--- config.mk ---
export PLATFORM = sky130hd
export DESIGN_NAME = status_guard
export DESIGN_NICKNAME = d
export VERILOG_FILES = /design/src/rtl/status_guard_pkg.sv /design/src/rtl/status_permit.sv /design/src/rtl/status_store.sv /design/src/rtl/status_guard.sv
export SDC_FILE = /design/constraint.sdc
export NUM_CORES = 1
export LEC_CHECK = 0
export ABC_AREA = 1
export BUFFER_PORTS_ARGS = -buffer_cell sky130_fd_sc_hd__buf_2
export CORE_MARGIN = 4
export CORE_UTILIZATION = 47
export DETAILED_ROUTE_END_ITERATION = 10
export GPL_ROUTABILITY_DRIVEN = 0
export PLACE_DENSITY_LB_ADDON = 0.15
export SETUP_SLACK_MARGIN = 0.02
export SLEW_MARGIN = 20
export SYNTH_ARGS = -nofsm -noshare
export SYNTH_HDL_FRONTEND = slang
export SYNTH_SLANG_ARGS = --single-unit
--- constraint.sdc ---
create_clock -name clk -period 3.25 [get_ports clk]
set_input_delay 0.65 -clock clk [delete_from_list [all_inputs] [get_ports clk]]
set_output_delay 0.65 -clock clk [all_outputs]
set_load 0.01 [all_outputs]
--- src/rtl/status_guard_pkg.sv ---
package status_guard_pkg;
  typedef struct packed {
    logic welSet;
    logic welClr;
    logic wipSet;
    logic wipClr;
    logic latchNv;
    logic commitNv;
  } guardStrobes_t;
endpackage

--- src/rtl/status_permit.sv ---
module status_permit
  import status_guard_pkg::*;
#(
  parameter int ADDR_W            = 13,
  parameter int WRITE_CYCLES      = 8,
  parameter bit CLR_WEL_ON_REJECT = 1'b1
) (
  input  logic              clk,
  input  logic              rstN,
  input  logic              cmdSetWel,
  input  logic              cmdClrWel,
  input  logic              srWrReq,
  input  logic              arWrReq,
  input  logic [ADDR_W-1:0] arWrAddr,
  input  logic              wrProtN,
  input  logic              wel,
  input  logic              wip,
  input  logic              srwd,
  input  logic [1:0]        bp,
  output guardStrobes_t     strobes,
  output logic              srWrAllow,
  output logic              arWrAllow
);
  localparam int CNT_W = $clog2(WRITE_CYCLES + 1);
  localparam logic [ADDR_W-1:0] HALF_BASE    = ADDR_W'(1) << (ADDR_W - 1);
  localparam logic [ADDR_W-1:0] QUARTER_BASE = ADDR_W'(3) << (ADDR_W - 2);

  logic [CNT_W-1:0] cycLeft;
  logic guarded, srAcc, arAcc, reject, hwLocked;

  always_comb begin
    unique case (bp)
      2'b00: guarded = 1'b0;
      2'b01: guarded = (arWrAddr >= QUARTER_BASE);
      2'b10: guarded = (arWrAddr >= HALF_BASE);
      default: guarded = 1'b1;
    endcase
  end

  assign hwLocked  = srwd && !wrProtN;
  assign srWrAllow = wel && !wip && !hwLocked;
  assign arWrAllow = wel && !wip && !guarded;

  assign srAcc  = srWrReq && srWrAllow;
  assign arAcc  = arWrReq && arWrAllow;
  assign reject = !wip && ((srWrReq && !srWrAllow) || (arWrReq && !arWrAllow));

  always_comb begin
    strobes          = '0;
    strobes.wipSet   = srAcc || arAcc;
    strobes.latchNv  = srAcc;
    strobes.welSet   = !wip && cmdSetWel;
    strobes.welClr   = !wip && (cmdClrWel || srAcc || arAcc ||
                                (reject && CLR_WEL_ON_REJECT));
    strobes.wipClr   = wip && (cycLeft == '0);
    strobes.commitNv = wip && (cycLeft == '0);
  end

  always_ff @(posedge clk or negedge rstN) begin
    if (!rstN)                       cycLeft <= '0;
    else if (strobes.wipSet)         cycLeft <= CNT_W'(WRITE_CYCLES - 1);
    else if (wip && cycLeft != '0)   cycLeft <= cycLeft - 1'b1;
  end
endmodule

--- src/rtl/status_store.sv ---
module status_store
  import status_guard_pkg::*;
(
  input  logic          clk,
  input  logic          rstN,
  input  guardStrobes_t strobes,
  input  logic [7:0]    srWrData,
  output logic          wel,
  output logic          wip,
  output logic          srwd,
  output logic [1:0]    bp,
  output logic [7:0]    statusByte
);
  logic       pendNv;
  logic       shadowSrwd;
  logic [1:0] shadowBp;
  logic       unusedBits;

  assign unusedBits = ^{srWrData[6:4], srWrData[1:0]};

  always_ff @(posedge clk or negedge rstN) begin
    if (!rstN) begin
      wel        <= 1'b0;
      wip        <= 1'b0;
      srwd       <= 1'b0;
      bp         <= 2'b00;
      pendNv     <= 1'b0;
      shadowSrwd <= 1'b0;
      shadowBp   <= 2'b00;
    end else begin
      if (strobes.welClr)      wel <= 1'b0;
      else if (strobes.welSet) wel <= 1'b1;

      if (strobes.wipSet)      wip <= 1'b1;
      else if (strobes.wipClr) wip <= 1'b0;

      if (strobes.latchNv) begin
        shadowSrwd <= srWrData[7];
        shadowBp   <= srWrData[3:2];
        pendNv     <= 1'b1;
      end else if (strobes.commitNv && pendNv) begin
        srwd   <= shadowSrwd;
        bp     <= shadowBp;
        pendNv <= 1'b0;
      end
    end
  end

  assign statusByte = {srwd, 3'b000, bp, wel, wip};
endmodule

--- src/rtl/status_guard.sv ---
module status_guard
  import status_guard_pkg::*;
#(
  parameter int ADDR_W            = 13,
  parameter int WRITE_CYCLES      = 8,
  parameter bit CLR_WEL_ON_REJECT = 1'b1
) (
  input  logic              clk,
  input  logic              rstN,
  input  logic              cmdSetWel,
  input  logic              cmdClrWel,
  input  logic              srWrReq,
  input  logic [7:0]        srWrData,
  input  logic              arWrReq,
  input  logic [ADDR_W-1:0] arWrAddr,
  input  logic              wrProtN,
  output logic              srWrAllow,
  output logic              arWrAllow,
  output logic [7:0]        statusByte
);
  guardStrobes_t strobes;
  logic wel, wip, srwd;
  logic [1:0] bp;

  status_permit #(
    .ADDR_W(ADDR_W), .WRITE_CYCLES(WRITE_CYCLES), .CLR_WEL_ON_REJECT(CLR_WEL_ON_REJECT)
  ) permit_i (
    .clk(clk), .rstN(rstN), .cmdSetWel(cmdSetWel), .cmdClrWel(cmdClrWel),
    .srWrReq(srWrReq), .arWrReq(arWrReq), .arWrAddr(arWrAddr), .wrProtN(wrProtN),
    .wel(wel), .wip(wip), .srwd(srwd), .bp(bp),
    .strobes(strobes), .srWrAllow(srWrAllow), .arWrAllow(arWrAllow)
  );

  status_store store_i (
    .clk(clk), .rstN(rstN), .strobes(strobes), .srWrData(srWrData),
    .wel(wel), .wip(wip), .srwd(srwd), .bp(bp), .statusByte(statusByte)
  );
endmodule

# --- Word-level counts from Yosys, hierarchy flattened ---
# Cells that the tools add are included.
totals:
  register_bits: 13
  latchBits: 0
  mem_bits_rw: 0
  mem_bits_ro: 0
  out_inout_bits: 10
  wordCells: 56
  mem_count: 0
op_classes:
  n_addsub: 1
  multipliers: 0
  div: 0
  order_cmp: 2
  n_eq_ne: 2
  n_shift: 0
  n_mux: 9
  n_bitwise: 1
  n_reduce_logical: 33
op_table:
  columns: ["operator", "n"]
  rows:
  - ["$ge A13 B13 Y1 const B", 2]
  - ["$logic_and A1 B1 Y1", 14]
  - ["$mux W4", 2]
  - ["$reduce_bool A2 Y1", 4]
  - ["$logic_not A1 Y1", 6]
  - ["$mux W1", 6]
  - ["$logic_or A1 B1 Y1", 5]
  - ["$logic_not A4 Y1", 1]
  - ["$reduce_bool A4 Y1", 1]
  - ["$sub A4 B1 Y4 const B", 1]
  - ["$pmux W1 S3", 1]
  - ["$eq A2 B1 Y1 const B", 1]
  - ["$eq A2 B2 Y1 const B", 1]
  - ["$logic_not A2 Y1", 1]
  - ["$reduce_and A2 Y1", 1]
  - ["$not A1 Y1", 1]

# --- Longest topological paths before layout ---
# Gate-level depths: netlist of the first run.
logic_depth:
  word_depth: 11
  depth_mapped: 8
  ltp_nobuf: 7

# --- Modules after synthesis ---
# From an unflattened synthesis of the first run, not the netlist that was laid out.
hier_totals:
  cells_unflattened: 100
  area_unflattened_um2: 804.5
by_module_without_submodules:
  columns: ["module", "instances", "cells_per_inst", "area_each_um2", "seq_area_each_um2"]
  rows:
  - ["status_store", 1, 44, 405.4, 225.2]
  - ["status_permit", 1, 56, 399.1, 100.1]

# --- Worst setup path after synthesis of the first run ---
# No wires, ideal clock.
synth_timing:
  kind: "input port to output port"
  startpoint: "input arWrAddr[12]"
  endpoint: "output arWrAllow"
  arrival_ps: 990
  required_ps: 2600
  slack_ps: 1610
  stages: 4
  path_cell_list: "nand2_1 > inv_1 > nor2_1 > and2_1"
synth_via:
  elab_chain_len: 4
synth_lines:
  columns: ["element", "line", "source"]
  rows:
  - ["start, declared", "status_guard.sv:15", "input logic [ADDR_W-1:0] arWrAddr,"]
  - ["$ge A13 B13 Y1, on equally long branches", "status_permit.sv:35, status_permit.sv:34", null]
  - ["$pmux W1 S3 (*)", "status_permit.sv:32", "unique case (bp)"]
  - ["$logic_not A1 Y1 (*)", "status_permit.sv:42", "assign arWrAllow = wel && !wip && !guarded;"]
  - ["$logic_and A1 B1 Y1 (*)", "status_permit.sv:42", null]
  - ["end, declared", "status_guard.sv:18", "output logic arWrAllow,"]
# Mark *: on every way between the ends. The rest lies on a longest branch, timed or not.

# --- Final worst setup path of the first run ---
layout_timing:
  startpoint: "register store_i.wip"
  endpoint: "output srWrAllow"
layout_via:
  elab_chain_len: 3
layout_lines:
  columns: ["element", "line", "source"]
  rows:
  - ["start, declared", "status_store.sv:9", "output logic wip,"]
  - ["start signal, assigned", "status_store.sv:24", "wip <= 1'b0;"]
  - ["start signal, assigned", "status_store.sv:34", "if (strobes.wipSet) wip <= 1'b1;"]
  - ["start signal, assigned", "status_store.sv:35", "else if (strobes.wipClr) wip <= 1'b0;"]
  - ["$logic_not A1 Y1", "status_permit.sv:41", "assign srWrAllow = wel && !wip && !hwLocked;"]
  - ["$logic_and A1 B1 Y1 (2 in series)", "status_permit.sv:41", null]
  - ["end, declared", "status_guard.sv:17", "output logic srWrAllow,"]
# Every way passes these cells.

==> results of run 1 <==
registers in the layout (all words and copies together), names as in the netlist:
| register | count |
|---|---|
| permit_i.cycLeft | 4 |
| store_i.bp | 2 |
| store_i.pendNv | 1 |
| store_i.shadowBp | 2 |
| store_i.shadowSrwd | 1 |
| store_i.srwd | 1 |
| store_i.wel | 1 |
| store_i.wip | 1 |
final cells by class:
cell class / count / area (µm²) / area share [%]
clock buffers: 4 / 26.3 / 3.15
inverters: 11 / 46.3 / 5.56
multi-input cells: 64 / 325 / 39.0
flip-flops and latches: 13 / 325 / 39.0
well taps: 16 / 20.0 / 2.40
repair buffers: 18 / 90.1 / 10.8
power breakdown:
group	internal, mW	total (mW)	switching, mW
Sequential	0.234	0.305	0.0714
Clock	0.0476	0.0996	0.0520
Combinational	0.111	0.275	0.164
per-stage QoR:
stage / cell area [µm²] / power, mW / setup slack [ns] / cells
finish: 833 / 0.679 / 1.25 / 126
global route: 833 / 0.743 / 1.14 / 126
CTS: 833 / 0.690 / 1.24 / 126
detailed placement: 807 / 0.588 / 1.40 / 122
global placement: 807 / 0.575 / 1.41 / 122
floorplan: 753 / 0.533 / 1.61 / 95
critical path: cells and delay by family, from the launching register on:
kind            cells  cell delay (ns)
compound gates      1             0.20
buf+inv             2             0.30
flops               1             0.52
simple gates        1             0.05
cell usage in the layout (no fill, tap or decap), drive strengths merged:
master	netlist	routed
nand2	34	34
buf	7	18
dfrtp	13	13
inv	11	11
nand3	10	10
nor2	6	6
clkbuf	0	4
nand4	3	3
conb	1	3
ha	2	2
a21oi	1	1
and2	1	1
nor3	1	1
o22ai	1	1
o21ai	1	1
xor2	1	1
how the worst max path moves through the flow:
stage | startpoint | to | cells past startpoint
floorplan | arWrAddr[12] | arWrAllow | 4
global placement | arWrAddr[12] | arWrAllow | 6
detailed placement | arWrAddr[12] | arWrAllow | 6
CTS | store_i.wip$_DFFE_PN0P_ | srWrAllow | 4
global route | store_i.wip$_DFFE_PN0P_ | arWrAllow | 5
finish | store_i.wip$_DFFE_PN0P_ | srWrAllow | 4
synth_stat cells, drive strengths merged:
| library cell | n |
|---|---|
| nor2 | 6 |
| ha | 2 |
| a21oi | 1 |
| nand3 | 10 |
| conb | 1 |
| xor2 | 1 |
| nand4 | 3 |
| and2 | 1 |
| nor3 | 1 |
| inv | 11 |
| buf | 7 |
| o21ai | 1 |
| nand2 | 34 |
| o22ai | 1 |
| dfrtp | 13 |
routing by layer:
layer  vias up  part of all wire, %  global-route usage [%]  wire [µm]
li1        317                    -                       -          -
met1       256                   50                    19.8        670
met2        21                   39                    18.7        517
met3         5                  8.4                    2.26        112
met4         0                  3.0                    9.68         40
met5         -                    0                       0          0
cells by family after synthesis:
kind of cell    after synthesis  share of synthesized area (%)
simple gates                 55                           33.9
compound gates                3                           3.69
flops                        13                           43.6
buf+inv                      18                           13.8
fa+ha+maj                     2                           3.36
other cells                   1                          0.503
xor+xnor                      1                           1.17
==> flow_metrics.tcl, run 1 <==
set metrics [dict create \
    layout-drive-gt1-share_pct 25.5 \
    clk_pin_slew_ns 0.08 \
    drt-total-wl_um 1340 \
    core_area_mm2 0.00151 \
    die-area_mm2 0.00229 \
    clock-sinks 13 \
    critPathMaxStageDelay_ns 0.52 \
    initial_core_util_pct 49.5 \
    yosysWarnings 0 \
    holdBufCountCts 0 \
    finalCritPeriodShare_pct 61.6 \
    synth_top_cell_by_area "dfrtp_1" \
    ys_ff_latch 13 \
    synth_cell_type_count 21 \
    r2r_start "permit_i.cycLeft[1]$_DFFE_PN0P_" \
    synth_area_leaders "dfrtp_1, nand2_1, nand3_1" \
    rsz0062_at_grt "no" \
    crit_type "flop to output port" \
    cts_made_buffers 3 \
    fin_worst_skew_ns 0.00120 \
    cts_tree "yes" \
    grt_max_degree 14 \
    ant_nets 0 \
    timing.setup.tns_ns 0 \
    r2r-end "store_i.srwd$_DFFE_PN0P_" \
    period_minus_slack_ns 2.00 \
    routed_via_density 4.75 \
    drc 0 \
    cp.arrival_ns 1.35 \
    io_buffer_count 18 \
    worstPathCellList "inv_6 -> nand2_4 -> a21oi_4 -> buf_2" \
    clockBufferDepth 2 \
    num_io_pins 38 \
    clockRootBuffer "clkbuf_4" \
    required_ns 2.60 \
    htreeDepth 1 \
    grt_usage_pct 13.8 \
    die_h_um 47.8 \
    critPathLaunchType "flop" \
    yosysTopAreaCellShare_pct 43.6 \
    hold_violations 0 \
    cap_violations 0 \
    synthToLayoutAreaGrowth_pct 11.7 \
    hpwl_um 1060 \
    p_leak_nw 0.497 \
    dr_total_vias 599 \
    setup_violations 0 \
    cp_slowest_cell "dfrtp_1" \
    fin_util_pct 55.3 \
    fillers 141 \
    die-width_um 47.8 \
    diodes 0 \
    status "finished clean" \
    grt_pass1_vias 499 \
    r2r_cells 7 \
    overflow 0 \
    slew_violations 0 \
    drt_iter0_drc 12 \
    rrSetupSlack_ns 1.79 \
    wl_per_cell_um 10.6 \
    clk_latency_ns 0.27 \
    syn_area_um2 746 \
    grt_pass1_wl_um 2130 \
    synth.avg_cell_area_um2 8.02 \
    seq_area_frac_synth_pct 43.6 \
    postSynthCellCount 93 \
    antenna_found_initial 0 \
    end_kind "output port" \
    cts_repair_resize_count 0 \
    powerDensity_mw_per_mm2 815 \
    nets 141 \
    holdWs_ns 0.241 \
    rows 14 \
    hp-class "input pin to asynchronous set/reset pin" \
    irDropWorstVdd_mv 0.370 \
    postCtsSetupBuffers 0 \
    max_clock_freq_ghz 0.500 \
    firstDrtPassIters 4 \
    crit_fanout 10 \
]
Note: power is estimated with default switching activity, not from simulation.
==> run 2: changes to the inputs <==
Settings changed: CORE_UTILIZATION 47 to 39.
Clock period 3.25 ns to 1.7 ns, I/O delays scaled along.
==> flow_metrics.tcl, run 2 (synthesis results as in run 1) <==
set metrics [dict create \
    cts_repair_resize_count 0 \
    setup_violations 0 \
    cts_tree "yes" \
    htreeDepth 1 \
    diodes 0 \
    final_common_cell "nand2_1" \
    hpwl_um 1100 \
    clockBufferDepth 2 \
    rows 15 \
    layout-drive-gt1-share_pct 25.9 \
    routed_via_density 4.54 \
    synthToLayoutAreaGrowth_pct 15.6 \
    grt_max_degree 14 \
    firstDrtPassIters 4 \
    end_kind "output port" \
    final_cell_mix "nand2_1, buf_2, dfrtp_1" \
    critPathLaunchType "flop" \
    wl_per_cell_um 9.96 \
    biggestRegsByFlops "permit_i.cycLeft (4), store_i.bp (2), store_i.shadowBp (2)" \
    antenna_found_initial 0 \
    hold_violations 0 \
    grt_pass1_vias 574 \
    cap_violations 0 \
    status "finished clean" \
    grt_usage_pct 12.2 \
    nets 143 \
    cp.arrival_ns 1.21 \
    postCtsSetupBuffers 0 \
    die-area_mm2 0.00268 \
    period_minus_slack_ns 1.55 \
    die-width_um 51.7 \
    largest_register "permit_i.cycLeft" \
    core_area_mm2 0.00176 \
    max_clock_freq_ghz 0.646 \
    drt-total-wl_um 1370 \
    ant_nets 0 \
    clock-sinks 13 \
    io_buffer_count 18 \
    crit_fanout 3 \
    drt_iter0_drc 8 \
    p_leak_nw 0.506 \
    slew_violations 0 \
    drc 0 \
    dr_total_vias 622 \
    grt_pass1_wl_um 2460 \
    total_power_mw 1.31 \
    timing.setup.tns_ns 0 \
    clk_pin_slew_ns 0.08 \
    crit_type "flop to output port" \
    cts_made_buffers 3 \
    irDropWorstVdd_mv 0.731 \
    clk_latency_ns 0.28 \
    finalCritPeriodShare_pct 91.1 \
    required_ns 1.36 \
    fin_worst_skew_ns 0.00177 \
    overflow 0 \
    rsz0062_at_grt "no" \
    powerDensity_mw_per_mm2 1520 \
    largest_register_ff_count 4 \
    clockRootBuffer "clkbuf_4" \
    hp-class "input pin to flop" \
    die_h_um 51.7 \
    num_io_pins 38 \
    initial_core_util_pct 42.3 \
]
## run 2: changes by cell type in the layout (fill, tap and decap cells not counted)
| cell | previous run | this run |
|---|---|---|
| buf_4 | 0 | 1 |
| dlygate4sd3_1 | 0 | 1 |
## run 2: metal layers
metal | vias to the layer above | wire length, µm | GRT usage (%)
met5 | - | 0 | 0
met4 | 0 | 20 | 5.24
met3 | 2 | 90 | 3.72
met2 | 21 | 567 | 18.6
met1 | 279 | 687 | 16.0
li1 | 320 | - | -
## run 2: worst paths after layout
path | to | slack, ns | cells past startpoint | startpoint
worst max-delay path | arWrAllow | 0.15 | 5 | store_i.wip$_DFFE_PN0P_
worst min-delay path | store_i.shadowBp[0]$_DFFE_PN0P_ | 0.29 | 3 | srWrData[2]
worst max register to register | store_i.srwd$_DFFE_PN0P_ | 0.23 | 7 | permit_i.cycLeft[0]$_DFFE_PN0P_
worst min register to register | store_i.shadowBp[1]$_DFFE_PN0P_ | 0.48 | 2 | store_i.shadowBp[1]$_DFFE_PN0P_
max in group asynchronous | permit_i.cycLeft[3]$_DFFE_PN0P_ | 1.01 | 2 | rstN
min in group asynchronous | store_i.shadowBp[0]$_DFFE_PN0P_ | 0.47 | 2 | rstN
## run 2: worst max-delay path, stage by stage, from the launching register on
cell	delay, ns
dfrtp_1	0.43
inv_6	0.08
nand2_4	0.05
nor2_1	0.12
and2_1	0.13
buf_2	0.12
## run 2: timing repair
item / 4_1_cts / 5_1_grt
hold endpoints to repair: 13 / 0
hold buffers: 1 / 0
setup endpoints to repair: 0 / 0
## run 2: power breakdown
part / switching, mW / leakage [nW] / internal (mW) / total (mW)
combinational: 0.330 / 0.334 / 0.226 / 0.556
clock: 0.102 / 0.0150 / 0.0911 / 0.194
sequential: 0.114 / 0.157 / 0.447 / 0.561
total: 0.547 / 0.506 / 0.764 / 1.31
## run 2: stage by stage
stage | hold slack (ns) | instances | util (%) | setup WS (ns) | area [µm²]
after floorplan | 0.0444 | 95 | - | 0.429 | 753
after detailed placement | 0.244 | 132 | 46.8 | 0.261 | 826
after global routing | 0.294 | 137 | 48.9 | 0.0443 | 862
final | 0.291 | 137 | 48.9 | 0.151 | 862
after global placement | 0.247 | 132 | 46.8 | 0.260 | 826
after CTS | 0.286 | 137 | 48.9 | 0.129 | 862
## run 2: layout make-up
| cell class | count | area, µm² |
|---|---|---|
| fillers | 193 | 902 |
| repair buffers | 20 | 108 |
| flip-flops and latches | 13 | 325 |
| well taps | 25 | 31.3 |
| clock buffers | 4 | 26.3 |
| multi-input cells | 64 | 325 |
| inverters | 11 | 46.3 |
==> run 3: changes to the inputs <==
Settings changed: CORE_UTILIZATION 39 to 47.
Clock period 1.7 ns to 2 ns, I/O delays scaled along.
==> flow_metrics.tcl, run 3 (synthesis results as in run 1) <==
set metrics [dict create \
    cts_made_buffers 3 \
    antenna_found_initial 0 \
    cts_tree "yes" \
    hold_violations 6 \
    clock-sinks 13 \
    p_seq_share_pct 42.9 \
    cts_repair_resize_count 0 \
    rows 14 \
    dr_total_vias 625 \
    clk_pin_slew_ns 0.08 \
    max_clock_freq_ghz 0.619 \
    htreeDepth 1 \
    ant_nets 0 \
    layout-drive-gt1-share_pct 26.1 \
    total_power_mw 1.12 \
    power.internal_uw 649 \
    period_minus_slack_ns 1.62 \
    critPathLaunchType "flop" \
    rrSetupSlack_ns 0.55 \
    die-area_mm2 0.00229 \
    holdWs_ns -0.00697 \
    biggestRegsByFlops "permit_i.cycLeft (4), store_i.bp (2), store_i.shadowBp (2)" \
    wl_met3_um 129 \
    worstPathCellList "inv_6 -> nand2_4 -> a21oi_4 -> buf_2" \
    final_common_cell "nand2_1" \
    p_leak_nw 0.502 \
    cap_violations 0 \
    r2r_cells 7 \
    postCtsSetupBuffers 0 \
    die_h_um 47.8 \
    crit_fanout 5 \
    highest_layer "met4" \
    final_cell_mix "nand2_1, buf_2, dfrtp_1" \
    worst-path-buf-inv 2 \
    fin_util_pct 55.8 \
    critPathMaxStageDelay_ns 0.42 \
    fin_worst_skew_ns 0.00649 \
    cp_top_family "flip-flops" \
    grt_usage_pct 14.7 \
    p_switching_uw 468 \
    hpwl_um 1070 \
    grt_max_degree 14 \
    fin_cells 127 \
    finalCritPeriodShare_pct 80.8 \
    violations "negative hold slack" \
    setup_violations 0 \
    rsz0062_at_grt "no" \
    drc 0 \
    power_frac_clock_pct 14.3 \
    p_comb_share_pct 42.7 \
    hp-class "input pin to asynchronous set/reset pin" \
    slew_violations 0 \
    swShare_pct 41.9 \
    clk_latency_ns 0.27 \
    path_depth 4 \
    wl_met2_um 551 \
    overflow 0 \
    irDropWorstVdd_mv 0.624 \
    end_kind "output port" \
    wl_per_cell_um 10.6 \
    drt-total-wl_um 1350 \
    grt_pass1_vias 539 \
    core_area_mm2 0.00151 \
    wl_met1_um 656 \
    cp.arrival_ns 1.22 \
    io_buffer_count 18 \
    synthToLayoutAreaGrowth_pct 12.8 \
    crit_type "flop to output port" \
    holdBufCountCts 0 \
    clockBufferDepth 2 \
    firstDrtPassIters 4 \
    largest_register_ff_count 4 \
    grt_pass1_wl_um 2280 \
    powerDensity_mw_per_mm2 1330 \
    clockRootBuffer "clkbuf_4" \
    timing.setup.tns_ns 0 \
    diodes 0 \
    placed_cells 123 \
    status "complete, but fails checks" \
    required_ns 1.60 \
    initial_core_util_pct 49.5 \
    nets 142 \
    die-width_um 47.8 \
    routed_via_density 4.92 \
    num_io_pins 38 \
    drt_iter0_drc 6 \
    cp_slowest_cell "dfrtp_1" \
    largest_register "permit_i.cycLeft" \
]
==> run 3: changes by cell type in the layout (fill, tap and decap cells not counted) <==
cell / change
dlygate4sd3_1: -1
==> run 3: per-stage QoR <==
step / hold slack (ns) / setup WS [ns] / cell area, µm²
after floorplan: 0.104 / 0.716 / 753
after global placement: 0.300 / 0.565 / 815
after detailed placement: 0.301 / 0.548 / 815
after CTS: 0.00688 / 0.379 / 841
after global routing: 0.0158 / 0.325 / 841
final: -0.00697 / 0.384 / 841
==> run 3: per-layer routing <==
metal	up-vias	GRT usage [%]
li1	320	-
met1	282	20.8
met2	21	21.4
met3	2	2.26
met4	0	8.06
met5	-	0
==> run 3: path summary, 6_finish.rpt <==
| check | start | endpoint |
|---|---|---|
| max | store_i.wip$_DFFE_PN0P_ | srWrAllow |
| min | rstN | store_i.shadowBp[0]$_DFFE_PN0P_ |
| max reg2reg | permit_i.cycLeft[0]$_DFFE_PN0P_ | store_i.bp[0]$_DFFE_PN0P_ |
| min reg2reg | store_i.shadowBp[1]$_DFFE_PN0P_ | store_i.shadowBp[1]$_DFFE_PN0P_ |
| max in group asynchronous | rstN | permit_i.cycLeft[2]$_DFFE_PN0P_ |
| min in group clk | srWrData[2] | store_i.shadowBp[0]$_DFFE_PN0P_ |
==> run 3: area by class of cell <==
cell class / instances / area (µm²)
fillers: 148 / 666
flip-flops and latches: 13 / 325
multi-input cells: 64 / 325
repair buffers: 19 / 97.6
inverters: 11 / 46.3
clock buffers: 4 / 26.3
well taps: 16 / 20.0
==> run 3: power groups by stage <==
stage                     combinational (mW)  sequential (mW)  clock, mW
after floorplan                        0.400            0.466          0
after detailed placement               0.481            0.483          0
after CTS                              0.484            0.478      0.163
final                                  0.477            0.480      0.160
after global placement                 0.469            0.479          0
after global routing                   0.548            0.499      0.173
==> run 3: worst reg2reg max path, stage by stage, from the launching register on <==
cell and delay [ns]:
dfrtp_1 0.43, inv_1 0.10, ha_1 0.19, nand3_2 0.16
nor2_1 0.23, nand2_1 0.13, nand2_1 0.08, nand2_1 0.04
